[config.mk]
export PLATFORM = sky130hd
export DESIGN_NAME = asp_fclk_gen
export DESIGN_NICKNAME = d
export VERILOG_FILES = /design/src/rtl/asp_fclk_pkg.sv /design/src/rtl/asp_fclk_sync.sv /design/src/rtl/asp_fclk_ctrl.sv /design/src/rtl/asp_fclk_dp.sv /design/src/rtl/asp_fclk_gen.sv
export SDC_FILE = /design/constraint.sdc
export NUM_CORES = 1
export LEC_CHECK = 0
export CAP_MARGIN = 10
export CORE_MARGIN = 2
export CORE_UTILIZATION = 69
export DETAILED_ROUTE_END_ITERATION = 6
export DONT_BUFFER_PORTS = 1
export GPL_TIMING_DRIVEN = 0
export PLACE_DENSITY = 0.95
export SETUP_SLACK_MARGIN = 0.02
export SYNTH_ARGS = -nofsm -noshare
export SYNTH_HDL_FRONTEND = slang
export SYNTH_HIERARCHICAL = 1
export SYNTH_SLANG_ARGS = --single-unit
[constraint.sdc]
create_clock -name clk -period 10.1 [get_ports clk]
set_input_delay 1.515 -clock clk [delete_from_list [all_inputs] [get_ports clk]]
set_output_delay 1.515 -clock clk [all_outputs]
set_load 0.03 [all_outputs]
[src/rtl/asp_fclk_pkg.sv]
package asp_fclk_pkg;

  localparam int ADDR_W = 3;

  typedef enum logic [ADDR_W-1:0] {
    REG_PER_LO  = 3'd0,
    REG_PER_HI  = 3'd1,
    REG_CLK_CFG = 3'd2,
    REG_FRM_CFG = 3'd3,
    REG_HI_LO   = 3'd4,
    REG_HI_HI   = 3'd5
  } regAddr_e;

  // clock config bit positions
  localparam int CLK_MASTER_BIT   = 4;
  localparam int CLK_SCLK_OUT_INV = 3;
  localparam int CLK_SCLK_IN_INV  = 2;
  localparam int CLK_LRCK_OUT_INV = 1;
  localparam int CLK_LRCK_IN_INV  = 0;
  localparam int CLK_CFG_W        = 5;
  localparam logic [CLK_CFG_W-1:0] CLK_CFG_RST = 5'b01100;

  // frame config bit positions
  localparam int FRM_PHASE_BIT = 4;
  localparam int FRM_HALF_BIT  = 3;

  // strobes and live settings from control to datapath
  typedef struct packed {
    logic bitTick;
    logic master;
    logic fixedHalf;
    logic startPhase;
    logic lrckInInv;
    logic lrckOutInv;
  } dpCtl_t;

endpackage

[src/rtl/asp_fclk_sync.sv]
module asp_fclk_sync #(
  parameter int STAGES  = 2,
  parameter bit RST_VAL = 1'b0
) (
  input  logic clk,
  input  logic rstN,
  input  logic dIn,
  output logic dOut
);

  logic [STAGES-1:0] chain;

  for (genvar gi = 0; gi < STAGES; gi++) begin : g_stage
    if (gi == 0) begin : g_first
      always_ff @(posedge clk or negedge rstN) begin
        if (!rstN) chain[gi] <= RST_VAL;
        else       chain[gi] <= dIn;
      end
    end else begin : g_next
      always_ff @(posedge clk or negedge rstN) begin
        if (!rstN) chain[gi] <= RST_VAL;
        else       chain[gi] <= chain[gi-1];
      end
    end
  end

  assign dOut = chain[STAGES-1];

endmodule

[src/rtl/asp_fclk_ctrl.sv]
module asp_fclk_ctrl
  import asp_fclk_pkg::*;
#(
  parameter int DATA_W      = 8,
  parameter int CNT_W       = 16,
  parameter int PERIOD_RST  = 63,
  parameter int HIGH_RST    = 32,
  parameter int SYNC_STAGES = 2
) (
  input  logic              clk,
  input  logic              rstN,
  input  logic              regWe,
  input  logic [ADDR_W-1:0] regAddr,
  input  logic [DATA_W-1:0] regWdata,
  output logic [DATA_W-1:0] regRdata,
  input  logic              portPowered,
  input  logic              sclkPadIn,
  output logic              sclkPadOut,
  output logic              sclkPadOe,
  output logic [CNT_W-1:0]  periodVal,
  output logic [CNT_W-1:0]  highVal,
  output dpCtl_t            dpCtl
);

  localparam logic [CNT_W-1:0] PER_RST_V = CNT_W'(PERIOD_RST);
  localparam logic [CNT_W-1:0] HI_RST_V  = CNT_W'(HIGH_RST);

  logic [DATA_W-1:0]    perLo, perHi, hiLo, hiHi;
  logic [CLK_CFG_W-1:0] clkCfg;
  logic                 startPhase, fixedHalf;
  logic                 sclkGen, sclkSync, sclkInCorr, sclkInPrev;
  logic                 masterMode;

  // register file
  always_ff @(posedge clk or negedge rstN) begin
    if (!rstN) begin
      perLo      <= PER_RST_V[DATA_W-1:0];
      perHi      <= PER_RST_V[CNT_W-1:DATA_W];
      hiLo       <= HI_RST_V[DATA_W-1:0];
      hiHi       <= HI_RST_V[CNT_W-1:DATA_W];
      clkCfg     <= CLK_CFG_RST;
      startPhase <= 1'b0;
      fixedHalf  <= 1'b1;
    end else if (regWe) begin
      case (regAddr)
        REG_PER_LO:  if (!portPowered) perLo <= regWdata;
        REG_PER_HI:  if (!portPowered) perHi <= regWdata;
        REG_CLK_CFG: clkCfg <= regWdata[CLK_CFG_W-1:0];
        REG_FRM_CFG: begin
          startPhase <= regWdata[FRM_PHASE_BIT];
          fixedHalf  <= regWdata[FRM_HALF_BIT];
        end
        REG_HI_LO:   hiLo <= regWdata;
        REG_HI_HI:   hiHi <= regWdata;
        default: ;
      endcase
    end
  end

  always_comb begin
    regRdata = '0;
    case (regAddr)
      REG_PER_LO:  regRdata = perLo;
      REG_PER_HI:  regRdata = perHi;
      REG_CLK_CFG: regRdata[CLK_CFG_W-1:0] = clkCfg;
      REG_FRM_CFG: begin
        regRdata[FRM_PHASE_BIT] = startPhase;
        regRdata[FRM_HALF_BIT]  = fixedHalf;
      end
      REG_HI_LO:   regRdata = hiLo;
      REG_HI_HI:   regRdata = hiHi;
      default:     regRdata = '0;
    endcase
  end

  assign masterMode = clkCfg[CLK_MASTER_BIT];
  assign periodVal  = {perHi, perLo};
  assign highVal    = {hiHi, hiLo};

  // bit clock: generated in master, synchronized and edge-detected in slave
  always_ff @(posedge clk or negedge rstN) begin
    if (!rstN)            sclkGen <= 1'b0;
    else if (!masterMode) sclkGen <= 1'b0;
    else                  sclkGen <= ~sclkGen;
  end

  asp_fclk_sync #(.STAGES(SYNC_STAGES), .RST_VAL(1'b0)) u_sclkSync (
    .clk (clk),
    .rstN(rstN),
    .dIn (sclkPadIn),
    .dOut(sclkSync)
  );

  assign sclkInCorr = sclkSync ^ clkCfg[CLK_SCLK_IN_INV];

  always_ff @(posedge clk or negedge rstN) begin
    if (!rstN) sclkInPrev <= 1'b0;
    else       sclkInPrev <= sclkInCorr;
  end

  assign sclkPadOut = sclkGen ^ clkCfg[CLK_SCLK_OUT_INV];
  assign sclkPadOe  = masterMode;

  always_comb begin
    dpCtl.bitTick    = masterMode ? ~sclkGen : (sclkInCorr & ~sclkInPrev);
    dpCtl.master     = masterMode;
    dpCtl.fixedHalf  = fixedHalf;
    dpCtl.startPhase = startPhase;
    dpCtl.lrckInInv  = clkCfg[CLK_LRCK_IN_INV];
    dpCtl.lrckOutInv = clkCfg[CLK_LRCK_OUT_INV];
  end

  AST_PERIOD_LOCKED: assert property (@(posedge clk) disable iff (!rstN)
    portPowered |=> $stable({perHi, perLo})) else $error("period changed while powered");

  AST_MASTER_TICK_SPACING: assert property (@(posedge clk) disable iff (!rstN)
    (dpCtl.bitTick && dpCtl.master) |=> (!dpCtl.bitTick || !dpCtl.master)) else $error("back-to-back master ticks");

endmodule

[src/rtl/asp_fclk_dp.sv]
module asp_fclk_dp
  import asp_fclk_pkg::*;
#(
  parameter int CNT_W       = 16,
  parameter int PERIOD_RST  = 63,
  parameter int HIGH_RST    = 32,
  parameter int SYNC_STAGES = 2
) (
  input  logic             clk,
  input  logic             rstN,
  input  dpCtl_t           ctl,
  input  logic [CNT_W-1:0] periodVal,
  input  logic [CNT_W-1:0] highVal,
  input  logic             lrckPadIn,
  output logic             lrckPadOut,
  output logic             lrckPadOe,
  output logic             frameStart
);

  localparam int LEN_W = CNT_W + 1;

  logic [CNT_W-1:0] perSh, hiSh, cnt;
  logic             halfSh;
  logic             atWrap;
  logic [LEN_W-1:0] frameLen, highLen;
  logic             lrckGen, lrckSync, lrckInt, lrckPrev;

  assign atWrap = ctl.bitTick && (cnt == perSh);

  // frame counter and shadow settings, reloaded only at frame boundaries
  always_ff @(posedge clk or negedge rstN) begin
    if (!rstN) begin
      cnt    <= '0;
      perSh  <= CNT_W'(PERIOD_RST);
      hiSh   <= CNT_W'(HIGH_RST);
      halfSh <= 1'b1;
    end else if (!ctl.master) begin
      cnt    <= '0;
      perSh  <= periodVal;
      hiSh   <= highVal;
      halfSh <= ctl.fixedHalf;
    end else if (atWrap) begin
      cnt    <= '0;
      perSh  <= periodVal;
      hiSh   <= highVal;
      halfSh <= ctl.fixedHalf;
    end else if (ctl.bitTick) begin
      cnt <= cnt + 1'b1;
    end
  end

  always_comb begin
    frameLen = {1'b0, perSh} + 1'b1;
    if (halfSh)                        highLen = frameLen >> 1;
    else if ({1'b0, hiSh} > frameLen)  highLen = frameLen;
    else                               highLen = {1'b0, hiSh};
  end

  assign lrckGen = ({1'b0, cnt} < highLen);

  asp_fclk_sync #(.STAGES(SYNC_STAGES), .RST_VAL(1'b0)) u_lrckSync (
    .clk (clk),
    .rstN(rstN),
    .dIn (lrckPadIn),
    .dOut(lrckSync)
  );

  assign lrckInt = ctl.master ? lrckGen : (lrckSync ^ ctl.lrckInInv);

  // frame-start edge detection on the corrected internal frame clock
  always_ff @(posedge clk or negedge rstN) begin
    if (!rstN) begin
      lrckPrev   <= 1'b0;
      frameStart <= 1'b0;
    end else if (ctl.bitTick) begin
      lrckPrev   <= lrckInt;
      frameStart <= ctl.startPhase ? (lrckInt & ~lrckPrev) : (~lrckInt & lrckPrev);
    end
  end

  assign lrckPadOut = lrckGen ^ ctl.lrckOutInv;
  assign lrckPadOe  = ctl.master;

  AST_CNT_IN_FRAME: assert property (@(posedge clk) disable iff (!rstN)
    cnt <= perSh) else $error("counter past frame end");

  AST_SHADOW_HOLD: assert property (@(posedge clk) disable iff (!rstN)
    (ctl.master && !atWrap) |=> $stable({perSh, hiSh, halfSh})) else $error("settings changed mid-frame");

  AST_FS_HOLD: assert property (@(posedge clk) disable iff (!rstN)
    !ctl.bitTick |=> $stable(frameStart)) else $error("frame start changed off a bit tick");

  AST_FS_NEEDS_EDGE: assert property (@(posedge clk) disable iff (!rstN)
    (ctl.bitTick && (lrckInt == lrckPrev)) |=> !frameStart) else $error("frame start without edge");

endmodule

[src/rtl/asp_fclk_gen.sv]
module asp_fclk_gen
  import asp_fclk_pkg::*;
#(
  parameter int DATA_W      = 8,
  parameter int PERIOD_RST  = 63,
  parameter int HIGH_RST    = 32,
  parameter int SYNC_STAGES = 2
) (
  input  logic              clk,
  input  logic              rstN,
  input  logic              regWe,
  input  logic [ADDR_W-1:0] regAddr,
  input  logic [DATA_W-1:0] regWdata,
  output logic [DATA_W-1:0] regRdata,
  input  logic              portPowered,
  input  logic              sclkPadIn,
  output logic              sclkPadOut,
  output logic              sclkPadOe,
  input  logic              lrckPadIn,
  output logic              lrckPadOut,
  output logic              lrckPadOe,
  output logic              frameStart
);

  localparam int CNT_W = 2 * DATA_W;

  dpCtl_t           dpCtl;
  logic [CNT_W-1:0] periodVal, highVal;

  asp_fclk_ctrl #(
    .DATA_W(DATA_W), .CNT_W(CNT_W), .PERIOD_RST(PERIOD_RST),
    .HIGH_RST(HIGH_RST), .SYNC_STAGES(SYNC_STAGES)
  ) u_ctrl (
    .clk        (clk),
    .rstN       (rstN),
    .regWe      (regWe),
    .regAddr    (regAddr),
    .regWdata   (regWdata),
    .regRdata   (regRdata),
    .portPowered(portPowered),
    .sclkPadIn  (sclkPadIn),
    .sclkPadOut (sclkPadOut),
    .sclkPadOe  (sclkPadOe),
    .periodVal  (periodVal),
    .highVal    (highVal),
    .dpCtl      (dpCtl)
  );

  asp_fclk_dp #(
    .CNT_W(CNT_W), .PERIOD_RST(PERIOD_RST),
    .HIGH_RST(HIGH_RST), .SYNC_STAGES(SYNC_STAGES)
  ) u_dp (
    .clk       (clk),
    .rstN      (rstN),
    .ctl       (dpCtl),
    .periodVal (periodVal),
    .highVal   (highVal),
    .lrckPadIn (lrckPadIn),
    .lrckPadOut(lrckPadOut),
    .lrckPadOe (lrckPadOe),
    .frameStart(frameStart)
  );

endmodule

==> results of run 1 <==
-- routing by layer --
| metal | GRT usage, % | routed length (µm) | up-vias |
|---|---|---|---|
| met5 | 0 | 0 | - |
| met4 | 17.8 | 924 | 0 |
| met3 | 5.85 | 1230 | 104 |
| li1 | - | - | 1936 |
| met1 | 43.5 | 6140 | 2212 |
| met2 | 60.4 | 8000 | 317 |
-- power by group through the flow --
stage	Clock, mW	Combinational [mW]	Sequential [mW]
2_1_floorplan	0	0.592	0.575
3_5_place_dp	0	0.752	0.628
3_3_place_gp	0	0.696	0.615
4_1_cts	0.248	0.767	0.623
6_report	0.246	0.788	0.634
5_1_grt	0.264	0.841	0.637
-- cells by family (layout without fill, tap and decap cells) --
logic type	count (synthesis)	in the layout
simple gates	132	132
mux	106	106
flops	96	96
compound gates	73	73
buf+inv	49	65
xor+xnor	45	45
fa+ha+maj	33	33
-- layout make-up --
| class | instances | area (µm²) | share of cell area, % |
|---|---|---|---|
| clock buffer | 10 | 128 | 2.03 |
| sequential | 96 | 2420 | 38.6 |
| multi-input combinational | 389 | 3260 | 51.8 |
| clock inverter | 6 | 62.6 | 0.995 |
| inverter | 22 | 82.6 | 1.31 |
| buffer | 27 | 204 | 3.24 |
| tap | 105 | 131 | 2.09 |
-- worst max path at each step --
stage / start / cells after the start / end / slack [ns]
after floorplan: u_dp/perSh[0] / 22 / lrckPadOut / 3.84
after global placement: u_dp/perSh[0] / 21 / lrckPadOut / 3.25
after detailed placement: u_dp/perSh[1] / 22 / lrckPadOut / 2.73
after CTS: u_dp/perSh[1] / 22 / lrckPadOut / 2.27
after global routing: u_dp/perSh[1] / 22 / lrckPadOut / 1.75
final: u_dp/perSh[1] / 22 / lrckPadOut / 2.05
-- registers in the layout, summed over array words and instances, names as in the netlist, 5 cells and up --
register / flops
u_dp/hiSh: 16
u_ctrl/perHi: 8
u_dp/perSh: 16
u_ctrl/clkCfg: 5
u_ctrl/hiLo: 8
u_dp/cnt: 16
u_ctrl/hiHi: 8
u_ctrl/perLo: 8
-- cell usage in the layout (no fill, tap or decap), types with 6 or more instances in the layout --
master / n
nor2_1: 27
nand4_1: 10
dfstp_2: 18
xnor2_1: 13
buf_6: 7
ha_1: 33
buf_2: 6
mux2_2: 68
or3_1: 6
mux2_4: 8
mux2i_1: 25
dfrtp_1: 78
nand2_1: 28
xor2_1: 32
a21oi_1: 18
o21ai_0: 20
inv_1: 22
nand2b_1: 8
buf_4: 8
nand3_1: 16
clkbuf_8: 9
-- worst max-delay path, cell delays in order, from the launching register on --
cell	delay [ns]
dfstp_2	0.65
ha_1	0.22
nand3_1	0.22
nor2_1	0.32
nand4_1	0.15
xor2_1	0.29
ha_1	0.32
a21o_1	0.17
a21oi_1	0.25
o21ai_0	0.14
a21o_2	0.25
nand2_4	0.12
buf_8	0.17
mux2i_1	0.23
mux2i_1	0.14
ha_1	0.34
a21oi_1	0.20
a21oi_1	0.13
o21a_1	0.19
o21ai_0	0.60
o21a_1	0.24
a21boi_2	0.22
xor2_1	0.62
==> impl_metrics.yaml, run 1 <==
worst_setup_path:
  start_kind: "register"
  rr_startpoint: "u_dp/perSh[1]"
  required_ns: 8.59
  cp_max_fo: 10
  ff2ff_setup_slack_ns: 4.32
  arrival_ns: 6.53
  crit_type: "reg -> out"
  r2r_end: "u_dp/lrckPrev"
  end_kind: "output port"
  r2r_cells: 22
floorplan:
  num_io_pins: 30
  die_h_um: 97.0
  start_util_pct: 71.9
  core_area_mm2: 0.00830
  die_area_mm2: 0.00941
  num_rows: 33
  die_x_um: 97.0
timing:
  finalCriticalPeriod_ns: 8.05
  hold_ws_ns: 0.370
  hold_viol_final: 0
  max_freq_mhz: 124
  drv_slew: 0
  worst_slack_ns: 2.05
  rsz0062_at_grt: "no"
  slew_headroom_pct: 27.0
  period_share_pct: 79.7
  worstMarginPinSlew_ns: 1.09
  tns_ns: 0
  clock_skew_ns: 0.0140
  setup_violations: 0
clock_tree:
  cts_root_buffer: "clkbuf_8"
  cts_tree: "built"
  numCtsBuffers: 9
  cts_sinks: 96
  cts_hold_buffers: 0
  htree_levels: 3
  post_cts_buffers: 0
  cts_resized: 0
  clkLatencyLatePin_ns: 0.37
  clockBufferDepth: 2
  path_clk_slew_ns: 0.11
power_and_ir_drop:
  combPwrFrac_pct: 47.2
  p_sw_mw: 0.719
  internal_power_mw: 0.949
  p_total_mw: 1.67
  vdd_ir_drop_max_mv: 0.177
  clkPwrFrac_pct: 14.8
  power_frac_seq_pct: 38.0
  power_density_mw_per_mm2: 265
  leakage_nw: 2.86
  swShare_pct: 43.1
worst_hold_path:
  hold_class: "reg -> reg"
  min-delay-start: "u_dp/u_lrckSync/chain[0]"
  min_to: "u_dp/u_lrckSync/dOut"
  whs_path_depth: 0
cells_and_area:
  insertedDiodeCount: 0
  fin_cells: 655
  utilization_pct: 75.8
  syn_to_final_growth_pct: 5.39
  drive_gt1_share_pct: 27.1
  postLayoutCellArea_mm2: 0.00629
  fin_nets: 595
  fillers: 452
route:
  dr.first_iter.drc_count: 450
  vias: 4569
  antenna_left: 0
  wirelength_um: 16300
  route.detailed.drc: 2
  routed_via_density: 6.98
  wl_per_cell_um: 24.9
  drtPass1Iterations: 7
logic_synthesis:
  avgSynthCellArea_um2: 11.2
  synth_mux_area_share_pct: 20.8
  synth_adder_area_share_pct: 6.92
  ys_ff_latch: 96
  synth_top_area_share_pct: 32.7
  synthCells: 534
  synth_compound_area_share_pct: 8.03
  yosys_warnings: 6
  synth_top_family_by_area: "multiplexers"
  synth_area_leaders: "dfrtp_1 (33%), mux2_2 (13%), dfstp_2 (7.9%)"
  synth_top_area_cell: "dfrtp_1"
  yosys.cell_types.count: 61
  synthTopCellsByCount: "dfrtp_1 (78), mux2_2 (68), ha_1 (33)"
  synth_edf_count: 0
  syn-cell-area_mm2: 0.00597
  synthSimpleGateAreaFrac_pct: 12.2
  synth_xor_area_share_pct: 6.60
  synth.most_common_cell: "dfrtp_1"
  synth_nets: 584
  ys.flop_type: "dfrtp_1"
  synth-seq-area-share_pct: 40.6
  async_reset_ff_share_pct: 100
placed_design:
  dp_slack_ns: 2.73
  placed_area_mm2: 0.00610
  place_hpwl_um: 11600
  dp.cells: 639
  io_buffer_count: 0
  place_congestion: 1.01
global_route:
  grt_pass1_vias: 4851
  gr-total-overflow: 0
  grt_pass1_wl_um: 26000
  antenna_found_initial: 0
  grt_max_degree: 97
  track_usage_pct: 35.4
run:
  drv_cap: 0
run_status:
  outcome: "finished with violations"
  violations: "design-rule violations"
No activity file was read; power rests on OpenSTA's default activity.
==> run 2, diff against run 1 <==
--- a/config.mk
+++ b/config.mk
@@ -7,11 +7,11 @@
 export LEC_CHECK = 0
 export CAP_MARGIN = 10
 export CORE_MARGIN = 2
-export CORE_UTILIZATION = 69
+export CORE_UTILIZATION = 64
 export DETAILED_ROUTE_END_ITERATION = 6
 export DONT_BUFFER_PORTS = 1
 export GPL_TIMING_DRIVEN = 0
-export PLACE_DENSITY = 0.95
+export PLACE_DENSITY = 0.92
 export SETUP_SLACK_MARGIN = 0.02
 export SYNTH_ARGS = -nofsm -noshare
 export SYNTH_HDL_FRONTEND = slang
==> constraint.sdc (replaced) <==
create_clock -name clk -period 7.6 [get_ports clk]
set_input_delay 1.14 -clock clk [delete_from_list [all_inputs] [get_ports clk]]
set_output_delay 1.14 -clock clk [all_outputs]
set_load 0.03 [all_outputs]
==> impl_metrics.yaml, run 2 (same netlist as run 1, synthesis figures left out) <==
run_status:
  outcome: "finished, final reports clean"
run:
  drv_cap: 0
floorplan:
  start_util_pct: 65.2
  num_rows: 35
  num_io_pins: 30
  core_area_mm2: 0.00915
  die_area_mm2: 0.0101
  die_h_um: 101
  die_x_um: 101
worst_hold_path:
  min-delay-start: "u_ctrl/u_sclkSync/chain[0]"
  hold_class: "reg -> reg"
  min_to: "u_ctrl/u_sclkSync/dOut"
  whs_path_depth: 0
cells_and_area:
  fillers: 587
  insertedDiodeCount: 0
  syn_to_final_growth_pct: 6.35
  layout_common_cells: "dfrtp_1 (78), mux2_2 (68), ha_1 (33)"
  multiInputGateArea_mm2: 0.00326
  fin_nets: 595
  drive_gt1_share_pct: 27.1
  final_common_cell: "dfrtp_1"
  top_regs: "u_dp/cnt: 16 flops, u_dp/hiSh: 16 flops, u_dp/perSh: 16 flops"
  seq_area_mm2: 0.00242
route:
  wl_per_cell_um: 24.6
  wirelength_um: 16300
  dr.first_iter.drc_count: 347
  antenna_left: 0
  route.detailed.drc: 0
  drtPass1Iterations: 5
  vias: 4548
  routed_via_density: 6.88
clock_tree:
  htree_levels: 3
  numCtsBuffers: 9
  post_cts_buffers: 0
  cts_hold_buffers: 0
  cts_root_buffer: "clkbuf_8"
  clkLatencyLatePin_ns: 0.37
  path_clk_slew_ns: 0.10
  cts_sinks: 96
  cts_tree: "built"
  cts_resized: 0
  clockBufferDepth: 2
timing:
  finalCriticalPeriod_ns: 7.42
  clock_skew_ns: 0.0126
  slew_headroom_pct: 25.0
  rsz0062_at_grt: "no"
  setup_violations: 0
  worst_slack_ns: 0.182
  max_freq_mhz: 135
  hold_ws_ns: 0.360
  hold_viol_final: 0
  worstMarginPinSlew_ns: 1.12
  period_share_pct: 97.6
  tns_ns: 0
  drv_slew: 0
power_and_ir_drop:
  power_frac_seq_pct: 36.3
  power_density_mw_per_mm2: 364
  p_sw_mw: 0.951
  swShare_pct: 41.2
  p_total_mw: 2.31
  leakage_nw: 2.89
  internal_power_mw: 1.36
  clkPwrFrac_pct: 17.7
  vdd_ir_drop_max_mv: 0.203
  combPwrFrac_pct: 46.0
placed_design:
  dp_slack_ns: 0.882
  io_buffer_count: 0
  place_congestion: 1.02
  place_hpwl_um: 10800
worst_setup_path:
  arrival_ns: 6.28
  end_kind: "output port"
  slowest_delay_ns: 0.61
  cp_num_buf_inv: 0
  start_kind: "register"
  path_cells: "ha_1 > nand3_1 > nor2_1 > nand4_1 > xor2_1 > ha_1 > a21o_1 > a21oi_1 > o21ai_0 > a21o_2 > nand2_4 > mux2_2 > o21ai_0 > ha_1 > a21oi_1 > a21oi_1 > o21a_1 > o21ai_0 > o21a_1 > a21boi_2 > xor2_1"
  cp_max_fo: 5
  r2r_cells: 21
  r2r_end: "u_dp/lrckPrev"
  rr_startpoint: "u_dp/perSh[1]"
  crit_family: "compound AO/OA/AOI/OAI gates"
  ff2ff_setup_slack_ns: 1.97
  crit_type: "reg -> out"
  required_ns: 6.46
  cpMaxStageDelayCell: "dfstp_2"
global_route:
  grt_pass1_wl_um: 25700
  grt_max_degree: 97
  gr-total-overflow: 0
  track_usage_pct: 33.8
  antenna_found_initial: 0
  grt_pass1_vias: 4687
## run 2: cell count changes in the layout (fill, tap and decap cells not counted)
cell       before  now
inv_8           1    0
bufinv_16       0    3
clkinv_8        1    0
inv_6           1    2
clkinv_2        0    1
clkinv_4        3    0
## run 2: area by class of cell
| type | count | share of cell area [%] |
|---|---|---|
| tap | 111 | 2.19 |
| buffer | 27 | 3.21 |
| clock buffer | 10 | 2.01 |
| sequential | 96 | 38.2 |
| clock inverter | 6 | 1.77 |
| multi-input combinational | 389 | 51.3 |
| inverter | 22 | 1.30 |
## run 2: worst max path at each step
stage | start | to | cells past startpoint
after detailed placement | u_dp/perSh[0] | lrckPadOut | 22
after global placement | u_dp/perSh[0] | lrckPadOut | 22
final | u_dp/perSh[1] | lrckPadOut | 21
after floorplan | u_dp/perSh[0] | lrckPadOut | 22
after global routing | u_dp/perSh[1] | lrckPadOut | 21
after CTS | u_dp/perSh[1] | lrckPadOut | 21
## run 2: power groups by stage
stage               registers, mW  logic [mW]  clock network [mW]
global placement            0.818       0.927                   0
floorplan                   0.765       0.787                   0
detailed placement          0.829       0.989                   0
CTS                         0.826        1.03               0.409
global route                0.846        1.13               0.427
finish                      0.839        1.06               0.408
## run 2: through the flow
step,instances,utilization [%],cell area [µm²]
2_1_floorplan,534,-,5970
3_3_place_gp,645,66.7,6110
3_5_place_dp,645,66.7,6110
4_1_cts,661,69.4,6350
5_1_grt,661,69.4,6350
6_report,661,69.4,6350
## run 2: metal layers
layer	part of all wire, %	routed length [µm]	up-vias	global-route usage [%]
met1	36	5920	2234	40.8
met5	0	0	-	0
met2	50	8140	286	58.6
met3	8.0	1300	91	5.83
li1	-	-	1937	-
met4	5.6	917	0	16.3
